<file path="src/rtl/flash_wr_pkg.sv">
`timescale 1ns/1ps
package flash_wr_pkg;

  localparam int unsigned STAT_W = 8;
  // status bits that signal a failed operation: 1, 3, 4, 5
  localparam logic [STAT_W-1:0] STAT_FAIL_MASK = 8'b0011_1010;

  typedef enum logic [2:0] {
    ST_REC   = 3'd0,
    ST_IDLE  = 3'd1,
    ST_WLOW  = 3'd2,
    ST_WHIGH = 3'd3,
    ST_BLANK = 3'd4,
    ST_BUSY  = 3'd5,
    ST_RD    = 3'd6
  } fseq_st_e;

  localparam logic [1:0] OP_WRITE = 2'd0;
  localparam logic [1:0] OP_WRCHK = 2'd1;

  function automatic int unsigned ns2cyc(input int unsigned ns, input int unsigned per);
    int unsigned c;
    c = (ns + per - 1) / per;
    return (c == 0) ? 1 : c;
  endfunction

  function automatic int unsigned umax(input int unsigned a, input int unsigned b);
    return (a > b) ? a : b;
  endfunction

endpackage

</file>
<file path="src/rtl/flash_ivl_cnt.sv">
`timescale 1ns/1ps
module flash_ivl_cnt #(
  parameter int unsigned W    = 8,
  parameter int unsigned INIT = 0
) (
  input  logic         clk,
  input  logic         rst_n,
  input  logic         load,
  input  logic [W-1:0] load_val,
  output logic         zero
);
  logic [W-1:0] cnt_q, cnt_d;
  logic         cnt_en;

  assign zero = (cnt_q == '0);

  always_comb begin
    cnt_en = load | ~zero;
    cnt_d  = load ? load_val : cnt_q - 1'b1;
  end

  always_ff @(posedge clk or negedge rst_n) begin
    if (!rst_n)      cnt_q <= W'(INIT);
    else if (cnt_en) cnt_q <= cnt_d;
  end
endmodule

</file>
<file path="src/rtl/flash_sts_sync.sv">
`timescale 1ns/1ps
module flash_sts_sync #(
  parameter int unsigned STAGES = 2
) (
  input  logic clk,
  input  logic rst_n,
  input  logic din,
  output logic dout
);
  logic [STAGES-1:0] sh_q;

  for (genvar g = 0; g < STAGES; g++) begin : g_stage
    if (g == 0) begin : g_first
      always_ff @(posedge clk or negedge rst_n) begin
        if (!rst_n) sh_q[0] <= 1'b0;
        else        sh_q[0] <= din;
      end
    end else begin : g_next
      always_ff @(posedge clk or negedge rst_n) begin
        if (!rst_n) sh_q[g] <= 1'b0;
        else        sh_q[g] <= sh_q[g-1];
      end
    end
  end

  assign dout = sh_q[STAGES-1];
endmodule

</file>
<file path="src/rtl/flash_stat_eval.sv">
`timescale 1ns/1ps
module flash_stat_eval #(
  parameter int unsigned          STAT_W = 8,
  parameter logic [STAT_W-1:0]    MASK   = '0
) (
  input  logic [STAT_W-1:0] stat,
  output logic [STAT_W-1:0] bad_bits,
  output logic              bad
);
  for (genvar i = 0; i < STAT_W; i++) begin : g_bit
    if (MASK[i]) begin : g_watch
      assign bad_bits[i] = stat[i];
    end else begin : g_skip
      assign bad_bits[i] = 1'b0;
    end
  end
  assign bad = |bad_bits;
endmodule

</file>
<file path="src/rtl/flash_wr_seq.sv">
`timescale 1ns/1ps
module flash_wr_seq
  import flash_wr_pkg::*;
#(
  parameter int unsigned CLK_PERIOD_NS    = 5,
  parameter int unsigned ADDR_W           = 24,
  parameter int unsigned DATA_W           = 16,
  parameter int unsigned T_RST_REC_NS     = 1000,
  parameter int unsigned T_WP_NS          = 70,
  parameter int unsigned T_DSU_NS         = 50,
  parameter int unsigned T_ASU_NS         = 55,
  parameter int unsigned T_WPH_NS         = 30,
  parameter int unsigned T_WREC_NS        = 35,
  parameter int unsigned T_BLANK_NS       = 500,
  parameter int unsigned T_RD_NS          = 120,
  parameter int unsigned BUSY_TIMEOUT_CYC = 2048,
  parameter int unsigned STS_SYNC         = 2
) (
  input  logic              clk,
  input  logic              rst_n,
  input  logic              req_valid,
  output logic              req_ready,
  input  logic [1:0]        req_op,
  input  logic [ADDR_W-1:0] req_addr,
  input  logic [DATA_W-1:0] req_data,
  output logic              done,
  output logic              done_ok,
  output logic              done_timeout,
  output logic [7:0]        done_err,
  output logic [DATA_W-1:0] rd_data,
  output logic              fl_rst_n,
  output logic              fl_ce_n,
  output logic              fl_we_n,
  output logic              fl_oe_n,
  output logic              fl_pen,
  output logic [ADDR_W-1:0] fl_addr,
  output logic [DATA_W-1:0] fl_dq_o,
  output logic              fl_dq_oe,
  input  logic [DATA_W-1:0] fl_dq_i,
  input  logic              fl_sts
);
  // interval counts
  localparam int unsigned RST_CYC   = ns2cyc(T_RST_REC_NS, CLK_PERIOD_NS);
  localparam int unsigned WP_CYC    = ns2cyc(umax(T_WP_NS, umax(T_ASU_NS, T_DSU_NS)), CLK_PERIOD_NS);
  localparam int unsigned WH_CYC    = ns2cyc(umax(T_WPH_NS, T_WREC_NS), CLK_PERIOD_NS);
  localparam int unsigned BLANK_CYC = ns2cyc(T_BLANK_NS, CLK_PERIOD_NS);
  localparam int unsigned RD_CYC    = ns2cyc(T_RD_NS, CLK_PERIOD_NS);
  localparam int unsigned TO_CYC    = (BUSY_TIMEOUT_CYC == 0) ? 1 : BUSY_TIMEOUT_CYC;
  localparam int unsigned CNT_MAX   = umax(umax(RST_CYC, TO_CYC),
                                      umax(umax(WP_CYC, WH_CYC), umax(BLANK_CYC, RD_CYC)));
  localparam int unsigned CW        = $clog2(CNT_MAX + 1);

  fseq_st_e            st_q, st_d;
  logic                ld, cnt_zero;
  logic [CW-1:0]       ld_val;
  logic                take, fin, fin_to, rd_cap;
  logic                chk_q;
  logic [ADDR_W-1:0]   addr_q;
  logic [DATA_W-1:0]   data_q;
  logic                sts_ok;
  logic [STAT_W-1:0]   bad_bits;
  logic                bad;
  logic                ce_n_q, we_n_q, oe_n_q, pen_q, dq_oe_q, frst_q;
  logic                ce_n_d, we_n_d, oe_n_d, pen_d, dq_oe_d;
  logic                done_q, ok_q, to_q;
  logic [STAT_W-1:0]   err_q;
  logic [DATA_W-1:0]   rdat_q;

  flash_ivl_cnt #(.W(CW), .INIT(RST_CYC - 1)) u_cnt (
    .clk(clk), .rst_n(rst_n), .load(ld), .load_val(ld_val), .zero(cnt_zero)
  );

  flash_sts_sync #(.STAGES(STS_SYNC)) u_sync (
    .clk(clk), .rst_n(rst_n), .din(fl_sts), .dout(sts_ok)
  );

  flash_stat_eval #(.STAT_W(STAT_W), .MASK(STAT_FAIL_MASK)) u_eval (
    .stat(fl_dq_i[STAT_W-1:0]), .bad_bits(bad_bits), .bad(bad)
  );

  // next state
  always_comb begin
    st_d   = st_q;
    ld     = 1'b0;
    ld_val = '0;
    take   = 1'b0;
    fin    = 1'b0;
    fin_to = 1'b0;
    rd_cap = 1'b0;
    unique case (st_q)
      ST_REC:   if (cnt_zero) st_d = ST_IDLE;
      ST_IDLE:  if (req_valid) begin
                  take = 1'b1;
                  ld   = 1'b1;
                  if (req_op[1]) begin
                    st_d   = ST_RD;
                    ld_val = CW'(RD_CYC - 1);
                  end else begin
                    st_d   = ST_WLOW;
                    ld_val = CW'(WP_CYC - 1);
                  end
                end
      ST_WLOW:  if (cnt_zero) begin
                  ld = 1'b1;
                  if (chk_q) begin
                    st_d   = ST_BLANK;
                    ld_val = CW'(BLANK_CYC - 1);
                  end else begin
                    st_d   = ST_WHIGH;
                    ld_val = CW'(WH_CYC - 1);
                  end
                end
      ST_WHIGH: if (cnt_zero) begin
                  st_d = ST_IDLE;
                  fin  = 1'b1;
                end
      ST_BLANK: if (cnt_zero) begin
                  st_d   = ST_BUSY;
                  ld     = 1'b1;
                  ld_val = CW'(TO_CYC - 1);
                end
      ST_BUSY:  if (sts_ok) begin
                  st_d   = ST_RD;
                  ld     = 1'b1;
                  ld_val = CW'(RD_CYC - 1);
                end else if (cnt_zero) begin
                  st_d   = ST_IDLE;
                  fin    = 1'b1;
                  fin_to = 1'b1;
                end
      ST_RD:    if (cnt_zero) begin
                  st_d   = ST_IDLE;
                  fin    = 1'b1;
                  rd_cap = 1'b1;
                end
      default:  st_d = ST_IDLE;
    endcase
  end

  // pin decode of the next state
  always_comb begin
    we_n_d  = (st_d != ST_WLOW);
    dq_oe_d = (st_d == ST_WLOW);
    oe_n_d  = (st_d != ST_RD);
    ce_n_d  = !((st_d == ST_WLOW) || (st_d == ST_RD));
    pen_d   = (st_d == ST_WLOW) || (st_d == ST_WHIGH) || (st_d == ST_BLANK) ||
              (st_d == ST_BUSY) ||
              ((st_d == ST_RD) && ((st_q == ST_BUSY) || ((st_q == ST_RD) && chk_q)));
  end

  always_ff @(posedge clk or negedge rst_n) begin
    if (!rst_n) begin
      st_q     <= ST_REC;
      frst_q   <= 1'b0;
      ce_n_q   <= 1'b1;
      we_n_q   <= 1'b1;
      oe_n_q   <= 1'b1;
      pen_q    <= 1'b0;
      dq_oe_q  <= 1'b0;
      done_q   <= 1'b0;
    end else begin
      st_q     <= st_d;
      frst_q   <= 1'b1;
      ce_n_q   <= ce_n_d;
      we_n_q   <= we_n_d;
      oe_n_q   <= oe_n_d;
      pen_q    <= pen_d;
      dq_oe_q  <= dq_oe_d;
      done_q   <= fin;
    end
  end

  // request capture
  always_ff @(posedge clk or negedge rst_n) begin
    if (!rst_n) begin
      chk_q  <= 1'b0;
      addr_q <= '0;
      data_q <= '0;
    end else if (take) begin
      chk_q  <= (req_op == OP_WRCHK);
      addr_q <= req_addr;
      data_q <= req_data;
    end
  end

  // results
  always_ff @(posedge clk or negedge rst_n) begin
    if (!rst_n) begin
      ok_q   <= 1'b0;
      to_q   <= 1'b0;
      err_q  <= '0;
      rdat_q <= '0;
    end else begin
      if (rd_cap) rdat_q <= fl_dq_i;
      if (fin) begin
        to_q  <= fin_to;
        ok_q  <= !fin_to && !(chk_q && rd_cap && bad);
        err_q <= (chk_q && rd_cap) ? bad_bits : '0;
      end
    end
  end

  assign req_ready    = (st_q == ST_IDLE);
  assign done         = done_q;
  assign done_ok      = ok_q;
  assign done_timeout = to_q;
  assign done_err     = err_q;
  assign rd_data      = rdat_q;
  assign fl_rst_n     = frst_q;
  assign fl_ce_n      = ce_n_q;
  assign fl_we_n      = we_n_q;
  assign fl_oe_n      = oe_n_q;
  assign fl_pen       = pen_q;
  assign fl_addr      = addr_q;
  assign fl_dq_o      = data_q;
  assign fl_dq_oe     = dq_oe_q;
endmodule

</file>
<file path="config.mk">
export PLATFORM = sky130hd
export DESIGN_NAME = flash_wr_seq
export DESIGN_NICKNAME = d
export VERILOG_FILES = /design/src/rtl/flash_wr_pkg.sv /design/src/rtl/flash_ivl_cnt.sv /design/src/rtl/flash_sts_sync.sv /design/src/rtl/flash_stat_eval.sv /design/src/rtl/flash_wr_seq.sv
export SDC_FILE = /design/constraint.sdc
export NUM_CORES = 1
export LEC_CHECK = 0
export BUFFER_PORTS_ARGS = -buffer_cell sky130_fd_sc_hd__buf_4
export CAP_MARGIN = 20
export CORE_MARGIN = 2
export CORE_UTILIZATION = 39
export DETAILED_ROUTE_END_ITERATION = 6
export HOLD_SLACK_MARGIN = 0.12
export PLACE_DENSITY = 0.75
export SYNTH_ARGS = -nofsm -noshare
export SYNTH_HDL_FRONTEND = slang
export SYNTH_SLANG_ARGS = --single-unit
</file>
<file path="constraint.sdc">
create_clock -name clk -period 3 [get_ports clk]
set_clock_uncertainty 0.05 [all_clocks]
set_input_delay 0.3 -clock clk [delete_from_list [all_inputs] [get_ports clk]]
set_output_delay 0.3 -clock clk [all_outputs]
set_load 0.005 [all_outputs]
</file>
==> reports/results.tsv, run 1 <==
stage	metric	value	unit
place	portBuffers	131	
finish	final_util	59.39	%
floorplanning	row_count	35	
global_routing	grt_max_degree	88	
worst_setup_path	cp-end-kind	flip-flop	
global_routing	grtUsageTotal	19.15	%
global_routing	grt_pass1_vias	3053	
sta	timing.fmax	409.1	MHz
sta	setup_violations	0	
worst_setup_path	r2r_slack	560	ps
place	dp.cells	568	
worst_setup_path	crit_type	reg2reg	
hold_path	min-delay-start	req_addr[23]	
finish	antenna_cells	0	
power	power_density	419.8	nW/um^2
clock_network	clockBufferDepth	2	
worst_setup_path	worstPathArrival	2680	ps
floorplanning	die-area	10270	sq um
clock_network	numClockSinks	87	
sta	fin_crit_sh	81.47	%
finish	drive_gt1_share	41.48	%
yosys	synth_edf_count	0	
sta	whs	130.6	ps
power	leakage	2.657	nW
sta	finalSetupTns	0	ps
yosys	synth-seq-area-share	59.15	%
hold_path	holdPathStages	2	
yosys	synth-async-reset-ratio	100.0	%
routing	drc	0	
sta	maxSlewViolCount	0	
place	gp_congestion	0.8506	
place	dpl.hpwl	6.086	mm
worst_setup_path	crit_required	3230	ps
sta	hold_viol	0	
clock_network	clk_latency	350	ps
global_routing	overflow	0	
clock_network	clk_pin_slew	100	ps
routing	drt-pass1-iter-count	4	
yosys	synth-warning-count	0	
clock_network	clockRootBuffer	clkbuf_8	
worst_setup_path	start_kind	flip-flop	
finish	n_fill_cell	749	
yosys	synth_cell_type_count	43	
worst_setup_path	r2r-end	rd_data[8]	
hold_path	hp-class	in2reg	
floorplanning	die_h	101.4	um
clock_network	cts_max_level	3	
worst_setup_path	cp_max_fo	13	
sta	rsz0062_at_grt	no	
floorplanning	fp.coreArea	9240	sq um
global_routing	antenna_found_initial	0	
clock_network	cts_buffers	9	
routing	routed_via_density	4.887	
floorplanning	io_pins	136	
power	irDropWorstVdd	0.3130	mV
yosys	ys_ff_latch	87	
clock_network	cts_setup_buffers	0	
finish	finalNonFillerCells	628	
finish	nets	558	
finish	syn_to_final_growth	48.43	%
sta	period_needed	2444	ps
worst_setup_path	reg2regPathDepth	6	
power	report.power.total	2.304	mW
yosys	syn_inst	321	
run_status	status	finished, final reports clean	
run	cap_violations	0	
floorplanning	start_util	40.01	%
hold_path	whs_endpoint	fl_addr[23]	
routing	drt.antenna.violating_nets	0	
yosys	syn_area	3697	sq um
yosys	syn_area_per_cell	11.52	sq um
yosys	synthFlopType	dfrtp_1	
global_routing	grt_pass1_wl	15.32	mm
clock_network	cts_tree	built	
routing	wl	9.618	mm
routing	routed-via-count	3069	
worst_setup_path	worstReg2RegStart	u_cnt.cnt_q[4]	
routing	drt_iter0_drc	252	
floorplanning	die-width	101.4	um
routing	avgRoutedWirePerCell	15.32	um
==> Yosys cell counts, types with 2 or more instances <==
master,count,share of area (%)
or3_1,3,0.51
inv_1,6,0.61
ha_1,2,0.68
xnor2_1,5,1.2
nand2b_1,5,0.85
buf_2,2,0.27
nor2_1,10,1.0
a32o_1,4,1.1
buf_4,4,0.81
dfstp_2,8,5.7
nand3_1,4,0.54
nor4_1,5,0.85
o221ai_1,2,0.47
mux2_2,40,12
mux2i_1,3,0.81
nor2b_1,4,0.68
or4b_2,2,0.54
a21oi_1,9,1.2
clkbuf_1,15,1.5
nand3b_1,3,0.61
o2bb2ai_1,2,0.47
nand2_1,62,6.3
o21ai_0,12,1.6
conb_1,2,0.20
xor2_1,5,1.2
dfrtp_1,79,53
o22ai_1,3,0.51
nor3_1,5,0.68
==> report_power, final <==
part / switching [mW] / total (mW) / internal [mW]
logic: 0.0491 / 0.142 / 0.0930
registers: 0.00224 / 1.18 / 1.17
clock network: 0.427 / 0.985 / 0.558
==> cell type report <==
type                       instances  area (sq um)  share of cell area [%]
timing repair buffer             181          1486                   27.09
sequential                        87          2187                   39.85
inverter                           6         22.52                  0.4104
clock buffer                      11         131.4                   2.394
multi-input combinational        209          1393                   25.38
clock inverter                     5         106.4                   1.938
tap                              129         161.4                   2.941
==> repair_timing <==
item                                    CTS  global route
gates resized for setup                   0             0
endpoints found under the setup margin    0             0
hold buffers                             31            12
hold endpoints to repair                 31            60
==> cells by family (layout without fill, tap and decap cells) <==
kind of cell	after synthesis	in the layout	synth area share (%)
adder cells (fa/ha/maj)	2	2	0.6767
flip-flops	87	87	59.15
buffers and inverters	28	203	3.519
AND/OR/NAND/NOR	109	109	13.74
multiplexers	43	43	12.99
XOR/XNOR	10	10	2.369
AO/OA/AOI/OAI	40	40	7.344
other	2	5	0.2031
==> sequential cells by signal (all words and copies together), names as in the netlist, 3 cells and up <==
| signal | count |
|---|---|
| done_err | 4 |
| fl_addr | 24 |
| fl_dq_o | 16 |
| rd_data | 16 |
| st_q | 3 |
| u_cnt.cnt_q | 12 |
==> cells in the final DEF (no fill, tap or decap), drive strengths merged, types with 7 or more instances in the layout <==
cell	n
buf	138
nor2	10
o21ai	12
clkbuf	11
mux2	40
inv	7
dfstp	8
dlygate4sd3	43
nand2	62
dfrtp	79
a21oi	9
==> how the worst max path moves through the flow <==
stage / startpoint / endpoint / slack, ps
after floorplan: u_cnt.cnt_q[4] / fl_we_n / 620
after global placement: u_cnt.cnt_q[4] / fl_we_n / 650
after detailed placement: u_cnt.cnt_q[4] / fl_we_n / 610
after CTS: u_cnt.cnt_q[4] / fl_we_n / 600
after global routing: u_cnt.cnt_q[4] / rd_data[0] / 400
final: u_cnt.cnt_q[4] / rd_data[8] / 560
==> routing by layer <==
layer,vias to the layer above,GRT usage (%),share of wire [%]
met3,9,5.590,6.8
li1,1437,-,-
met2,122,31.79,53
met1,1501,24.99,40
met5,-,0,0
met4,0,4.366,0.87
==> critical path, cell delays in order (launching register included) <==
cell and delay, ps:
dfrtp_1 430, or4_1 630, nor4_1 460, and3_1 410, buf_4 260, nand2_1 90, nand2_1 60
==> through the flow <==
stage / cell area [sq um] / setup WS (ps)
floorplan: 3709 / 618.6
global placement: 4792 / 649.5
detailed placement: 4792 / 612.6
CTS: 5340 / 595.3
global route: 5488 / 395.7
finish: 5488 / 555.8
No activity file was read; power rests on OpenSTA's default activity.
==> run 2: changes to the inputs <==
==> constraint.sdc (replaced) <==
create_clock -name clk -period 2.34 [get_ports clk]
set_clock_uncertainty 0.05 [all_clocks]
set_input_delay 0.234 -clock clk [delete_from_list [all_inputs] [get_ports clk]]
set_output_delay 0.234 -clock clk [all_outputs]
set_load 0.005 [all_outputs]
==> run 2 against run 1 <==
Against the previous run: combinational power is 46% higher; total power grew 22%; worst setup slack got worse by 510 ps; clock-buffer cell count is 1 lower; global-route usage rose by 0.55 points; flip-flop and latch count unchanged; maximum frequency up 6.5%; first-iteration DRC count decreased by 18%; hold slack improved by 190 ps; via count up 4.2%; critical path type unchanged; critical endpoint is now fl_we_n.
==> reports/results.tsv, run 2 (synthesis results as in run 1) <==
stage	metric	value	unit
run_status	status	finished, final reports clean	
power	leakage	2.781	nW
sta	rsz0062_at_grt	no	
worst_setup_path	crit_type	reg2reg	
worst_setup_path	cp-end-kind	flip-flop	
floorplanning	fp.coreArea	9240	sq um
place	dpl.hpwl	6.367	mm
finish	n_fill_cell	734	
worst_setup_path	start_kind	flip-flop	
finish	final_util	62.06	%
global_routing	grt_pass1_vias	3303	
finish	drive_gt1_share	41.90	%
finish	nets	586	
clock_network	clk_latency	340	ps
finish	antenna_cells	0	
place	dp.cells	577	
finish	stdcell_area	5734	sq um
routing	drt.antenna.violating_nets	0	
finish	largest_reg_flops	24	
sta	setup_violations	0	
clock_network	cts_max_level	3	
sta	slew_headroom	64.35	%
routing	drt-pass1-iter-count	4	
place	portBuffers	131	
sta	tightestPinTransition	534.8	ps
sta	fin_crit_sh	98.06	%
sta	maxSlewViolCount	0	
sta	finalWorstSetupSlack	45.36	ps
place	gp_congestion	0.9462	
sta	finalSetupTns	0	ps
worst_setup_path	r2r_slack	50	ps
clock_network	cts_tree	built	
global_routing	grt_max_degree	49	
global_routing	grtUsageTotal	19.70	%
clock_network	clockBufferDepth	2	
sta	hold_viol	0	
worst_setup_path	cp_max_fo	5	
power	irDropWorstVdd	0.3233	mV
global_routing	overflow	0	
sta	period_needed	2295	ps
floorplanning	io_pins	136	
run	cap_violations	0	
clock_network	numClockSinks	87	
worst_setup_path	crit_required	2550	ps
floorplanning	start_util	40.01	%
clock_network	clockRootBuffer	clkbuf_8	
routing	drt_iter0_drc	206	
finish	layout_commonest_cell	buf_4	
hold_path	hp-class	reg2reg	
finish	mostFrequentLayoutCells	145 x buf_4, 79 x dfrtp_1, 61 x nand2_1	
routing	routed_via_density	4.891	
routing	avgRoutedWirePerCell	15.18	um
sta	timing.fmax	435.8	MHz
global_routing	antenna_found_initial	0	
worst_setup_path	worstPathArrival	2510	ps
routing	wl	9.925	mm
routing	routed-via-count	3199	
place	place_ws	13.43	ps
finish	finalNonFillerCells	654	
clock_network	clk_pin_slew	80	ps
routing	drc	0	
global_routing	grt_pass1_wl	15.94	mm
floorplanning	die-width	101.4	um
floorplanning	row_count	35	
floorplanning	die-area	10270	sq um
place	place_area	4885	sq um
clock_network	cts_buffers	9	
floorplanning	die_h	101.4	um
power	power_density	491.1	nW/um^2
finish	syn_to_final_growth	55.09	%
run 2: metal layers:
metal  global-route usage, %  share of wire [%]  routed length [um]  up-vias
met1                   24.52                 40                3991     1575
met5                       0                  0                   0        -
li1                        -                  -                   -     1494
met2                   34.54                 52                5194      117
met3                   4.900                6.2                 620       13
met4                   4.782                1.2                 119        0
run 2: path summary, 6_finish.rpt:
kind,to,cells after the start,from
min reg2reg,u_sync.dout,0,u_sync.sh_q[0]
max in group asynchronous,u_cnt.cnt_q[2],3,rst_n
min in group asynchronous,u_cnt.cnt_q[9],2,rst_n
max,fl_we_n,4,u_cnt.cnt_q[5]
min,u_sync.dout,0,u_sync.sh_q[0]
max reg2reg,fl_we_n,4,u_cnt.cnt_q[5]
run 2: area by class of cell:
class	count	area [sq um]	area share [%]
well taps	129	161.4	2.815
inverters	6	22.52	0.3928
clock inverters	4	72.57	1.266
repair buffers	209	1752	30.55
clock buffers	10	127.6	2.226
multi-input cells	209	1411	24.61
flip-flops and latches	87	2187	38.14
run 2: critical path, stage by stage, from the launching register on:
cell and delay (ps):
dfrtp_1 400, or4_1 590, or4_4 530, a311o_2 430
or2_1 230
run 2: what timing repair did:
item                                    in CTS  in global routing
resized for setup                            1                  4
cloned                                       0                  1
endpoints found under the setup margin       5                 21
endpoints found under the hold margin       98                  0
hold buffers                                60                  0
setup buffers                                0                  2
run 2: power breakdown:
part           switching, mW  internal [mW]
Sequential           0.00194           1.51
Clock                  0.512          0.589
Combinational         0.0696          0.137
Total                  0.583           2.23
run 2: metrics by stage:
step           hold slack, ps  power, mW
2_1_floorplan          -111.6      1.549
3_3_place_gp            196.8      1.660
3_5_place_dp            211.2      1.663
4_1_cts                 314.4      2.834
5_1_grt                 337.4      2.922
6_report                317.5      2.816
==> run 3: changes to the inputs <==
--- a/config.mk
+++ b/config.mk
@@ -5,13 +5,13 @@
 export SDC_FILE = /design/constraint.sdc
 export NUM_CORES = 1
 export LEC_CHECK = 0
-export BUFFER_PORTS_ARGS = -buffer_cell sky130_fd_sc_hd__buf_4
 export CAP_MARGIN = 20
 export CORE_MARGIN = 2
 export CORE_UTILIZATION = 39
 export DETAILED_ROUTE_END_ITERATION = 6
+export DONT_BUFFER_PORTS = 1
 export HOLD_SLACK_MARGIN = 0.12
-export PLACE_DENSITY = 0.75
+export PLACE_DENSITY = 0.62
 export SYNTH_ARGS = -nofsm -noshare
 export SYNTH_HDL_FRONTEND = slang
 export SYNTH_SLANG_ARGS = --single-unit
==> run 3 against run 2 <==
Against the previous run: global-route usage down 3.3 points; via count down 18%; first-iteration DRC count down 26%; clock-buffer cell count unchanged; flip-flop and latch count unchanged; total power down 9.1%; critical path type unchanged; largest cell class unchanged; largest power group unchanged; highest routed layer unchanged.
==> reports/results.tsv, run 3 (synthesis results as in run 1) <==
stage	metric	value	unit
routing	drt.antenna.violating_nets	0	
routing	routed_via_density	5.011	
run	cap_violations	0	
power	switching_share	22.86	%
power	power.switching	0.5855	mW
finish	mostFrequentLayoutCells	79 x dfrtp_1, 62 x nand2_1, 60 x dlygate4sd3_1	
floorplanning	fp.coreArea	9240	sq um
sta	hold_viol	0	
power	irDropWorstVdd	0.2760	mV
sta	maxSlewViolCount	0	
finish	syn_to_final_growth	28.36	%
finish	nets	456	
floorplanning	die-width	101.4	um
sta	whs	185.9	ps
power	leakage	2.112	nW
global_routing	grt_pass1_vias	2738	
finish	largest_reg_flops	24	
worst_setup_path	crit_required	2560	ps
worst_setup_path	worstReg2RegStart	u_cnt.cnt_q[5]	
worst_setup_path	cp-end-kind	flip-flop	
run_status	status	finished, final reports clean	
floorplanning	die-area	10270	sq um
power	pwr-share-seq	58.9	%
clock_network	clk_pin_slew	90	ps
clock_network	numClockSinks	87	
clock_network	clockRootBuffer	clkbuf_8	
power	power_density	539.6	nW/um^2
routing	avgRoutedWirePerCell	15.52	um
global_routing	grtUsageTotal	16.43	%
global_routing	grt_pass1_wl	13.22	mm
global_routing	grt_max_degree	88	
hold_path	holdPathStages	3	
place	gp_congestion	0.7920	
worst_setup_path	r2r-end	fl_we_n	
finish	n_fill_cell	789	
place	place_area	3901	sq um
worst_setup_path	reg2regPathDepth	4	
routing	drt-pass1-iter-count	5	
worst_setup_path	start_kind	flip-flop	
sta	setup_violations	0	
finish	stdcell_area	4746	sq um
clock_network	clk_latency	340	ps
floorplanning	die_h	101.4	um
floorplanning	io_pins	136	
floorplanning	start_util	40.01	%
hold_path	whs_endpoint	u_cnt.cnt_q[4]	
sta	period_needed	2309	ps
sta	timing.fmax	433.0	MHz
worst_setup_path	cpPeakStageDelay	550	ps
place	dpl.hpwl	5.210	mm
worst_setup_path	worstPathArrival	2530	ps
routing	met1_length	3.404	mm
finish	layout_commonest_cell	dfrtp_1	
sta	fin_crit_sh	98.69	%
routing	drc	0	
routing	wl	8.150	mm
sta	finalWorstSetupSlack	30.71	ps
finish	final_util	51.36	%
global_routing	overflow	0	
floorplanning	row_count	35	
power	clkPwrFrac	36.2	%
clock_network	cts_max_level	3	
worst_setup_path	crit_top_cell	or4_4	
place	place_ws	40.88	ps
worst_setup_path	crit_type	reg2reg	
clock_network	cts_buffers	9	
worst_setup_path	r2r_slack	30	ps
clock_network	cts_tree	built	
power	comb_power_share	4.9	%
global_routing	antenna_found_initial	0	
finish	drive_gt1_share	22.73	%
sta	rsz0062_at_grt	no	
routing	route.met3.wl	832	um
finish	antenna_cells	0	
routing	drt_iter0_drc	153	
routing	wl_met2	3.849	mm
power	p_int	1.975	mW
worst_setup_path	cp_max_fo	5	
worst_setup_path	crit_chain	or4_4 > or4_4 > a311o_2 > or2_1	
hold_path	hp-class	in2reg	
routing	topRoutingLayerUsed	met4	
place	portBuffers	0	
hold_path	min-delay-start	req_op[1]	
worst_setup_path	cp_slowest_cell	or4_4	
routing	routed-via-count	2631	
clock_network	clockBufferDepth	2	
==> run 3: power by group through the flow <==
| stage | Combinational [mW] | Clock [mW] | Sequential [mW] |
|---|---|---|---|
| 6_report | 0.125 | 0.928 | 1.51 |
| 5_1_grt | 0.139 | 1.04 | 1.51 |
| 4_1_cts | 0.125 | 0.979 | 1.51 |
| 3_5_place_dp | 0.00972 | 0 | 1.54 |
| 3_3_place_gp | 0.00975 | 0 | 1.54 |
| 2_1_floorplan | 0.0115 | 0 | 1.54 |
==> run 3: metal layers <==
metal,GRT usage (%),up-vias
met5,0,-
met4,4.886,0
met3,8.696,6
met2,24.15,116
met1,21.16,1279
li1,-,1230
==> run 3: worst max path at each step <==
stage | startpoint | endpoint | slack [ps] | cells past startpoint
final | u_cnt.cnt_q[5] | fl_we_n | 30 | 4
after global routing | u_cnt.cnt_q[5] | fl_we_n | 2 | 4
after CTS | u_cnt.cnt_q[5] | fl_we_n | 20 | 4
after detailed placement | u_cnt.cnt_q[5] | fl_we_n | 40 | 4
after global placement | u_cnt.cnt_q[5] | fl_we_n | 60 | 4
after floorplan | u_cnt.cnt_q[4] | fl_we_n | -40 | 6
==> run 3: through the flow <==
step	power (mW)	TNS (ps)	cells
6_report	2.561	0	525
5_1_grt	2.690	0	525
4_1_cts	2.612	0	522
3_5_place_dp	1.548	0	446
3_3_place_gp	1.548	0	446
2_1_floorplan	1.549	-41.35	324
==> run 3: what timing repair did <==
item	4_1_cts	5_1_grt
buffers inserted	0	3
gates resized for setup	0	2
hold buffers	61	0
endpoints found under the hold margin	150	0
endpoints found under the setup margin	0	16
==> run 3: critical path, delay by kind of cell (launching register included) <==
kind | cells | cell delay [ps]
and+or+nand+nor | 3 | 1330
AOI/OAI and AO/OA | 1 | 460
DFF | 1 | 400
==> run 3: layout make-up <==
type	instances	area [sq um]	share of cell area [%]
Tap cell	129	161.4	3.401
Clock inverter	5	43.79	0.9228
Sequential cell	87	2187	46.08
Timing Repair Buffer	79	800.8	16.87
Inverter	6	22.52	0.4746
Clock buffer	10	127.6	2.689
Multi-Input combinational cell	209	1403	29.55
